$ cat src/rtl/dma_pkg.sv
package dma_pkg;
  typedef enum logic [2:0] {
    ST_IDLE, ST_REQ, ST_RD, ST_WR, ST_GAP
  } dma_st_e;

  localparam logic [1:0] FLD_CTRL = 2'd0;
  localparam logic [1:0] FLD_SRC  = 2'd1;
  localparam logic [1:0] FLD_DST  = 2'd2;
  localparam logic [1:0] FLD_CNT  = 2'd3;

  // mode[0] selects rising, mode[1] selects falling
  function automatic logic edge_hit(logic [1:0] mode, logic cur, logic prev);
    return (mode[0] & cur & ~prev) | (mode[1] & ~cur & prev);
  endfunction
endpackage

$ cat src/rtl/dma_edge_det.sv
module dma_edge_det (
  input  logic       clk,
  input  logic       rst_n,
  input  logic       pin,
  input  logic [1:0] mode,
  output logic       evt
);
  logic s1_q, s2_q, prev_q;

  always_ff @(posedge clk or negedge rst_n) begin
    if (!rst_n) begin
      s1_q   <= 1'b0;
      s2_q   <= 1'b0;
      prev_q <= 1'b0;
    end else begin
      s1_q   <= pin;
      s2_q   <= s1_q;
      prev_q <= s2_q;
    end
  end

  assign evt = dma_pkg::edge_hit(mode, s2_q, prev_q);
endmodule

$ cat src/rtl/dma_prio_arb.sv
module dma_prio_arb #(
  parameter int NCH = 10,
  parameter int CHW = $clog2(NCH)
) (
  input  logic [NCH-1:0] ready,
  output logic           any,
  output logic [CHW-1:0] idx
);
  always_comb begin
    any = |ready;
    idx = '0;
    for (int i = NCH - 1; i >= 0; i--) begin
      if (ready[i]) idx = CHW'(i);
    end
  end
endmodule

$ cat src/rtl/dma_single_xfer.sv
module dma_single_xfer #(
  parameter int NCH = 10,
  parameter int AW  = 16,
  parameter int DW  = 16,
  parameter int CW  = 8,
  localparam int CHW = $clog2(NCH)
) (
  input  logic           clk,
  input  logic           rst_n,
  input  logic [NCH-1:0] req_i,
  input  logic [NCH-1:0] trig_i,
  input  logic           cfg_we,
  input  logic [CHW-1:0] cfg_ch,
  input  logic [1:0]     cfg_fld,
  input  logic [AW-1:0]  cfg_wdata,
  input  logic           bus_gnt,
  input  logic [DW-1:0]  mem_rdata,
  output logic           bus_req,
  output logic [AW-1:0]  mem_addr,
  output logic           mem_rd,
  output logic           mem_wr,
  output logic [DW-1:0]  mem_wdata,
  output logic [NCH-1:0] done
);
  import dma_pkg::*;

  logic [NCH-1:0] en_q, srcsel_q, pend_q, done_q;
  logic [1:0]     mode_q [NCH];
  logic [AW-1:0]  src_q  [NCH];
  logic [AW-1:0]  dst_q  [NCH];
  logic [CW-1:0]  cnt_q  [NCH];
  dma_st_e        st_q;
  logic [CHW-1:0] act_q;
  logic [DW-1:0]  data_q;

  // named internal events
  logic [NCH-1:0] trig_evt, set_vec, ready_vec;
  logic           arb_any, xfer_start, xfer_end, drive;
  logic [CHW-1:0] arb_ch;

  for (genvar g = 0; g < NCH; g++) begin : g_trig
    dma_edge_det u_edge (
      .clk  (clk),
      .rst_n(rst_n),
      .pin  (trig_i[g]),
      .mode (mode_q[g]),
      .evt  (trig_evt[g])
    );
    assign set_vec[g] = en_q[g] & (srcsel_q[g] ? trig_evt[g] : req_i[g]);
  end

  assign ready_vec = pend_q & en_q;

  dma_prio_arb #(.NCH(NCH), .CHW(CHW)) u_arb (
    .ready(ready_vec),
    .any  (arb_any),
    .idx  (arb_ch)
  );

  assign xfer_start = (st_q == ST_IDLE) && arb_any;
  assign xfer_end   = (st_q == ST_WR);

  // channel state
  always_ff @(posedge clk or negedge rst_n) begin
    if (!rst_n) begin
      en_q     <= '0;
      srcsel_q <= '0;
      pend_q   <= '0;
      done_q   <= '0;
      for (int i = 0; i < NCH; i++) begin
        mode_q[i] <= '0;
        src_q[i]  <= '0;
        dst_q[i]  <= '0;
        cnt_q[i]  <= '0;
      end
    end else begin
      for (int i = 0; i < NCH; i++) begin
        if (!en_q[i])          pend_q[i] <= 1'b0;
        else if (set_vec[i])   pend_q[i] <= 1'b1;
        else if (xfer_end && act_q == CHW'(i)) pend_q[i] <= 1'b0;

        if (xfer_end && act_q == CHW'(i)) begin
          src_q[i] <= src_q[i] + AW'(1);
          dst_q[i] <= dst_q[i] + AW'(1);
          cnt_q[i] <= cnt_q[i] - CW'(1);
          if (cnt_q[i] == CW'(1)) begin
            en_q[i]   <= 1'b0;
            done_q[i] <= 1'b1;
          end
        end

        if (cfg_we && cfg_ch == CHW'(i)) begin
          case (cfg_fld)
            FLD_CTRL: begin
              en_q[i]     <= cfg_wdata[0];
              srcsel_q[i] <= cfg_wdata[1];
              mode_q[i]   <= cfg_wdata[3:2];
              done_q[i]   <= 1'b0;
            end
            FLD_SRC: src_q[i] <= cfg_wdata;
            FLD_DST: dst_q[i] <= cfg_wdata;
            default: cnt_q[i] <= cfg_wdata[CW-1:0];
          endcase
        end
      end
    end
  end

  // transfer sequencer
  always_ff @(posedge clk or negedge rst_n) begin
    if (!rst_n) begin
      st_q   <= ST_IDLE;
      act_q  <= '0;
      data_q <= '0;
    end else begin
      case (st_q)
        ST_IDLE: if (arb_any) begin
          act_q <= arb_ch;
          st_q  <= ST_REQ;
        end
        ST_REQ:  if (bus_gnt) st_q <= ST_RD;
        ST_RD: begin
          data_q <= mem_rdata;
          st_q   <= ST_WR;
        end
        ST_WR:   st_q <= ST_GAP;
        default: st_q <= ST_IDLE;
      endcase
    end
  end

  assign bus_req   = (st_q == ST_REQ) || (st_q == ST_RD) || (st_q == ST_WR);
  assign drive     = bus_gnt && ((st_q == ST_RD) || (st_q == ST_WR));
  assign mem_rd    = drive && (st_q == ST_RD);
  assign mem_wr    = drive && (st_q == ST_WR);
  assign mem_addr  = !drive ? '0 : (mem_rd ? src_q[act_q] : dst_q[act_q]);
  assign mem_wdata = mem_wr ? data_q : '0;
  assign done      = done_q;
endmodule

$ cat config.mk
export PLATFORM = sky130hd
export DESIGN_NAME = dma_single_xfer
export DESIGN_NICKNAME = d
export VERILOG_FILES = /design/src/rtl/dma_pkg.sv /design/src/rtl/dma_edge_det.sv /design/src/rtl/dma_prio_arb.sv /design/src/rtl/dma_single_xfer.sv
export SDC_FILE = /design/constraint.sdc
export NUM_CORES = 1
export LEC_CHECK = 0
export BUFFER_PORTS_ARGS = -buffer_cell sky130_fd_sc_hd__buf_2
export CAP_MARGIN = 30
export CORE_ASPECT_RATIO = 1.5
export CORE_MARGIN = 2
export CORE_UTILIZATION = 25
export DETAILED_ROUTE_END_ITERATION = 7
export GPL_TIMING_DRIVEN = 0
export PLACE_DENSITY = 0.49
export SYNTH_ARGS = -nofsm -noshare
export SYNTH_HDL_FRONTEND = slang
export SYNTH_SLANG_ARGS = --single-unit
$ cat constraint.sdc
create_clock -name clk -period 2.56 [get_ports clk]
set_input_delay 0.64 -clock clk [delete_from_list [all_inputs] [get_ports clk]]
set_output_delay 0.64 -clock clk [all_outputs]
set_load 0.01 [all_outputs]
### Word-level counts from Yosys, hierarchy flattened

Cells that the tools add are included.

| storage, ports and cells | value |
|---|---|
| bits in registers | 513 |
| input bits | 62 |
| output and inout port bits | 45 |

| operators by class | value |
|---|---|
| muxes and demuxes | 232 |
| reduce and logical (&&, ||, !) cells | 44 |
| magnitude comparators | 1 |
| eq/ne operators | 45 |
| bitwise logic cells | 82 |
| $add $sub $neg | 30 |

Operators with widths:

| kind | number |
|---|---|
| two-way mux 16 bit | 67 |
| adder 16 x 1 -> 16 bit (second input constant) | 20 |
| two-way mux 8 bit | 30 |
| binary-select mux 16 bit (select 4 bit) | 2 |
| two-way mux 1 bit | 120 |
| == test 8 x 1 -> 1 bit (second input constant) | 10 |
| subtractor 8 x 1 -> 8 bit (second input constant) | 10 |
| AND 1 bit | 50 |
| two-way mux 4 bit | 10 |
| == test 4 x 3 -> 1 bit (second input constant) | 8 |
| != test 3 x 1 -> 1 bit (second input constant) | 10 |
| AND reduction 2 bit | 12 |
| logical AND 1 bit | 23 |
| NOT 1 bit | 20 |
| == test 4 x 2 -> 1 bit (second input constant) | 4 |
| == test 4 bit (second input constant) | 4 |
| one-hot mux 3 bit (4 select lines) | 1 |
| AND 10 bit | 1 |
| bitwise OR 1 bit | 10 |
| OR reduction 10 bit | 1 |
| == test 4 x 1 -> 1 bit (second input constant) | 2 |
| zero test 4 bit | 2 |
| == test 3 x 2 -> 1 bit (second input constant) | 2 |
| two-way mux 3 bit | 2 |
| other kinds (10) | 13 |

### Logic depth before layout (Yosys ltp)

| logic depth | value |
|---|---|
| depth in word-level cells | 11 |
| gate-level depth with buffers | 9 |
| depth with buffers taken out | 6 |

### By module

A second synthesis with hierarchy kept.

| unflattened totals | value |
|---|---|
| cells, all modules | 3202 |
| area total of the unflattened synthesis | 29615.9 um^2 |

By module, submodules not included:

| module | times used | cells an instance | area each (um^2) |
|---|---|---|---|
| dma_single_xfer | 1 | 3124 | 28563.6 |
| dma_edge_det | 10 | 6 | 95.1 |
| dma_prio_arb | 1 | 18 | 101.3 |

### Least setup slack after synthesis

No wires, ideal clock.

| timing path | value |
|---|---|
| path type | register -> output |
| start | reg act_q[0] |
| end | out mem_addr[11] |
| data required time | 1.920 ns |
| cell stages (with the launch flop) | 10 |
| arrival | 2.045 ns |
| setup slack | -0.125 ns |
| path through | dfrtp_1 > buf_2 > buf_2 > buf_4 > buf_4 > buf_2 > mux2i_1 > nor2_1 > o21ai_0 > o211ai_1 |

| on the way | value |
|---|---|
| longest elaborated chain between the ends | 6 |
| elaborated cells between the ends (all ways) | 9 |
| classes of those cells | 8 x mux; 1 x bitwise |

Ends and longest elaborated chain:

| element | RTL line | text |
|---|---|---|
| from (decl) | dma_single_xfer.sv:33 | `logic [CHW-1:0] act_q;` |
| from (signal assigned) | dma_single_xfer.sv:118 | `act_q <= arb_ch;` |
| NOT 4 -> 5 bit (not written as such) * | dma_single_xfer.sv:136 | `assign mem_addr = !drive ? '0 : (mem_rd ? src_q[act_q] : dst_q[act_q]);` |
| binary-select mux 16 bit (select 4 bit) | dma_single_xfer.sv:136 |  |
| two-way mux 16 bit (not written as such) (2 in a row) | dma_single_xfer.sv:136 |  |
| two-way mux 16 bit * (2 in a row) | dma_single_xfer.sv:136 |  |
| to (decl) | dma_single_xfer.sv:19 | `output logic [AW-1:0] mem_addr,` |

Every way passes the cells marked *; elsewhere a longest branch is shown, timed or not. The select of a mux whose other input is x is not followed.

### Final worst setup path

| timing path | value |
|---|---|
| start | reg act_q[0] |
| end | out mem_addr[7] |

The elaborated chain is that of the path after synthesis.

==> results by group <==
Status
  – Outcome: finished, violations left
  – Violated checks: setup timing

Synth
  – Syn Inst Count: 3174
  – Area fraction in compound gates after synthesis: 10.3%
  – Count leader, synth: dfrtp_1
  – Register area share after synthesis: 43.9%
  – Synthesized Nets: 3276
  – Post-Syn Area: 29200 um^2
  – Number of flops mapped to enable cells by yosys: 0
  – Primary FF master, synth: dfrtp_1
  – Simple-gate share of the synthesized area: 21.1%
  – Avg Synthesized Cell Area: 9.21 um^2
  – Adder-Cell Fraction of Synth Area: 1.71%
  – Post-synthesis xor/xnor area fraction: 11.1%
  – Multiplexer share of the synthesized area: 8.67%
  – Largest family of logic cells by synthesized area: simple AND/OR/NAND/NOR gates
  – Synth async-reset ratio: 100%
  – Unique masters post-synth: 68
  – Yosys Warn Count: 0
  – Synth area leaders: dfrtp_1 44%, xnor2_1 5.5%, xor2_1 5.5%
  – Synth Register Bits: 513
  – Top cell type's share of synthesized area: 43.9%
  – Synth top cells by count: 513 x dfrtp_1, 400 x nand2_1, 314 x nor2_1, 214 x a21oi_1, 210 x o21ai_0
  – Leading area contributor after synthesis: dfrtp_1

GRT
  – Tot GR Track Use: 20.0%
  – First-pass GRT wire length: 178 mm
  – Pin count of the biggest net entering global routing: 114
  – Number of global-route vias before repair: 25300
  – Initial antenna violation count: 15
  – Grt ovf: 0

STA
  – RSZ-0062 raised after global routing: true
  – Crit path setup slack, layout: -846 ps
  – Final setup vio count: 38
  – Final min period: 3410 ps
  – Final Hold Viols: 0
  – Worst-Margin Slew: 1040 ps
  – Fin crit share: 133%
  – Final setup skew: 46.4 ps
  – Slew Limit Fails: 0
  – Max Fclk: 0.294 GHz
  – Max_slew headroom: 30.6%

Cells and area
  – P&R area growth vs syn: 25.3%
  – Multi-input logic area: 16900 um^2
  – Nets@finish: 3513
  – Fill count: 12200
  – Reg area: 12800 um^2
  – Final Instance Area: 36600 um^2
  – Ratio of cells with drive above 1 in the final layout: 18.9%

Pwr
  – Psw: 16.1 mW
  – Logic pwr share: 42.6%
  – Register share of total power: 35.3%
  – Internal power: 22.6 mW
  – Lkg Pwr: 13.7 nW
  – Design Power: 38.7 mW
  – Pwr per Cell Area: 1060 nW/um^2
  – Clock share of power: 22.1%
  – Switching Share: 41.5%
  – Worst VDD drop: 0.000634 V

Flow run
  – MaxCap Viol Count: 0

Clock tree
  – Clock sinks: 513
  – CTS max path bufs: 3
  – Reg clk slew, reported paths: 70 ps
  – Root buffer cell: clkbuf_16
  – CTS tree: yes
  – Clock latency on the worst-skew pair: 670 ps
  – Num CTS Buffers: 56
  – H-tree Lvls: 2

Routing
  – DRT iter0 DRCs: 1802
  – 1st-pass router iterations: 6
  – WL final: 122 mm
  – Post-route ant nets: 0
  – Wire length per cell: 24.4 um
  – Vias per inst: 5.10
  – Via count: 25500
  – DR DRC count: 0

Setup path
  – FF-to-FF setup slack: -80 ps
  – R2R Path End: dst_q[45]
  – Critical Path End Type: output port
  – WP data arrival: 2770 ps
  – Worst R2R Start: st_q[1]
  – Worst path required time: 1920 ps
  – Crit Path Max Fanout: 10
  – CP Class: reg2out
  – Startpoint types: register
  – Worst-case reg-to-reg path depth: 10

Placed design
  – Dpl cell area: 32200 um^2
  – Buffers added on ports: 90
  – Post-DP HPWL: 91.3 mm
  – GP Congestion: 0.973

Die
  – Core Area: 116000 um^2
  – Die span in x: 283 um
  – Die area: 120000 um^2
  – Number of I/O pins: 107
  – Die Height: 423 um
  – Num rows: 153
  – Initial core utilization: 25.2%

Hold path
  – Worst Hold Class: in2async
==> how the worst max path moves through the flow <==
| stage | start | to | slack (ps) | cells past startpoint |
|---|---|---|---|---|
| after global placement | rst_n | src_q[42] | -10960 | 1 |
| after detailed placement | act_q[1] | mem_addr[1] | -1640 | 8 |
| after CTS | act_q[0] | mem_addr[7] | -890 | 9 |
| final | act_q[0] | mem_addr[7] | -850 | 9 |
| after global routing | act_q[0] | mem_addr[8] | -890 | 9 |
| after floorplan | act_q[0] | mem_addr[2] | 5 | 8 |
==> per-stage QoR <==
stage	std cells	hold WS, ps	setup WS, ps	util, %	setup TNS [ps]
floorplan	3174	331	5.02	-	0
global placement	4814	333	-10960	27.3	-5780250
detailed placement	4849	335	-1640	27.8	-150580
CTS	4972	66.1	-888	31.1	-16340
global route	5003	80.7	-885	31.6	-17920
finish	5004	24.4	-846	31.6	-15250
==> timing repair <==
item	CTS	global route
endpoints found under the setup margin	410	152
buffers inserted	31	26
gates resized for setup	371	88
cloned	3	3
hold buffers	0	0
pin swaps	41	36
==> worst max-delay path, cell delays in order (launching register included) <==
cell and delay [ps]:
dfrtp_2 430, buf_8 150, buf_12 140, buf_12 160, buf_12 160, mux2i_1 130, a22oi_2 240, a31oi_1 140
a211oi_2 350, buf_2 210
==> routing by layer <==
metal  track usage (%)  wire length (um)  share of wire [%]
met5                 0               122               0.10
met2              33.8             58600                 48
met3              3.34              6560                5.4
met1              23.4             47200                 39
met4              13.4              9700                7.9
==> kinds of logic after synthesis <==
group	count (synthesis)
flip-flops	513
AND/OR/NAND/NOR	1262
buffers and inverters	244
AO/OA/AOI/OAI	542
multiplexers	203
XOR/XNOR	370
adder cells (fa/ha/maj)	40
==> registers in the layout, summed over array words and instances (netlist names) <==
name,cells
act_q,4
srcsel_q,10
cnt_q,80
g_trig.u_edge.s1_q,10
mode_q,20
src_q,160
pend_q,10
g_trig.u_edge.prev_q,10
g_trig.u_edge.s2_q,10
data_q,16
st_q,3
dst_q,160
en_q,10
done,10
==> power by group through the flow <==
stage,Combinational (mW),Clock (mW),Sequential [mW]
after global routing,17.5,9.00,14.0
after CTS,15.6,8.74,13.5
after global placement,12.4,0,13.5
after detailed placement,12.6,0,13.5
after floorplan,8.41,0,12.4
final,16.5,8.55,13.7
==> cell type report <==
type                            count  share of cell area (%)
Timing Repair Buffer              187                    4.43
Multi-Input combinational cell   2418                    46.0
Inverter                           53                   0.563
Sequential cell                   513                    35.0
Antenna cell                        4                  0.0273
Tap cell                         1550                    5.29
Clock buffer                       80                    4.49
Buffer                            182                    3.59
Clock inverter                     17                   0.550
==> layout by cell type, fill, tap and decap left out, types with 67 or more instances in the layout <==
cell type | synthesis | final
xor2_1 | 185 | 185
nand2_1 | 400 | 393
clkbuf_16 | 0 | 67
a21oi_1 | 214 | 205
clkbuf_1 | 151 | 134
nand4_1 | 92 | 92
xnor2_1 | 185 | 185
buf_2 | 24 | 92
mux2_2 | 81 | 81
o21ai_0 | 210 | 190
nand3_1 | 134 | 127
nor2_1 | 314 | 299
dfrtp_1 | 513 | 507
(Power assumes the default switching activity.)
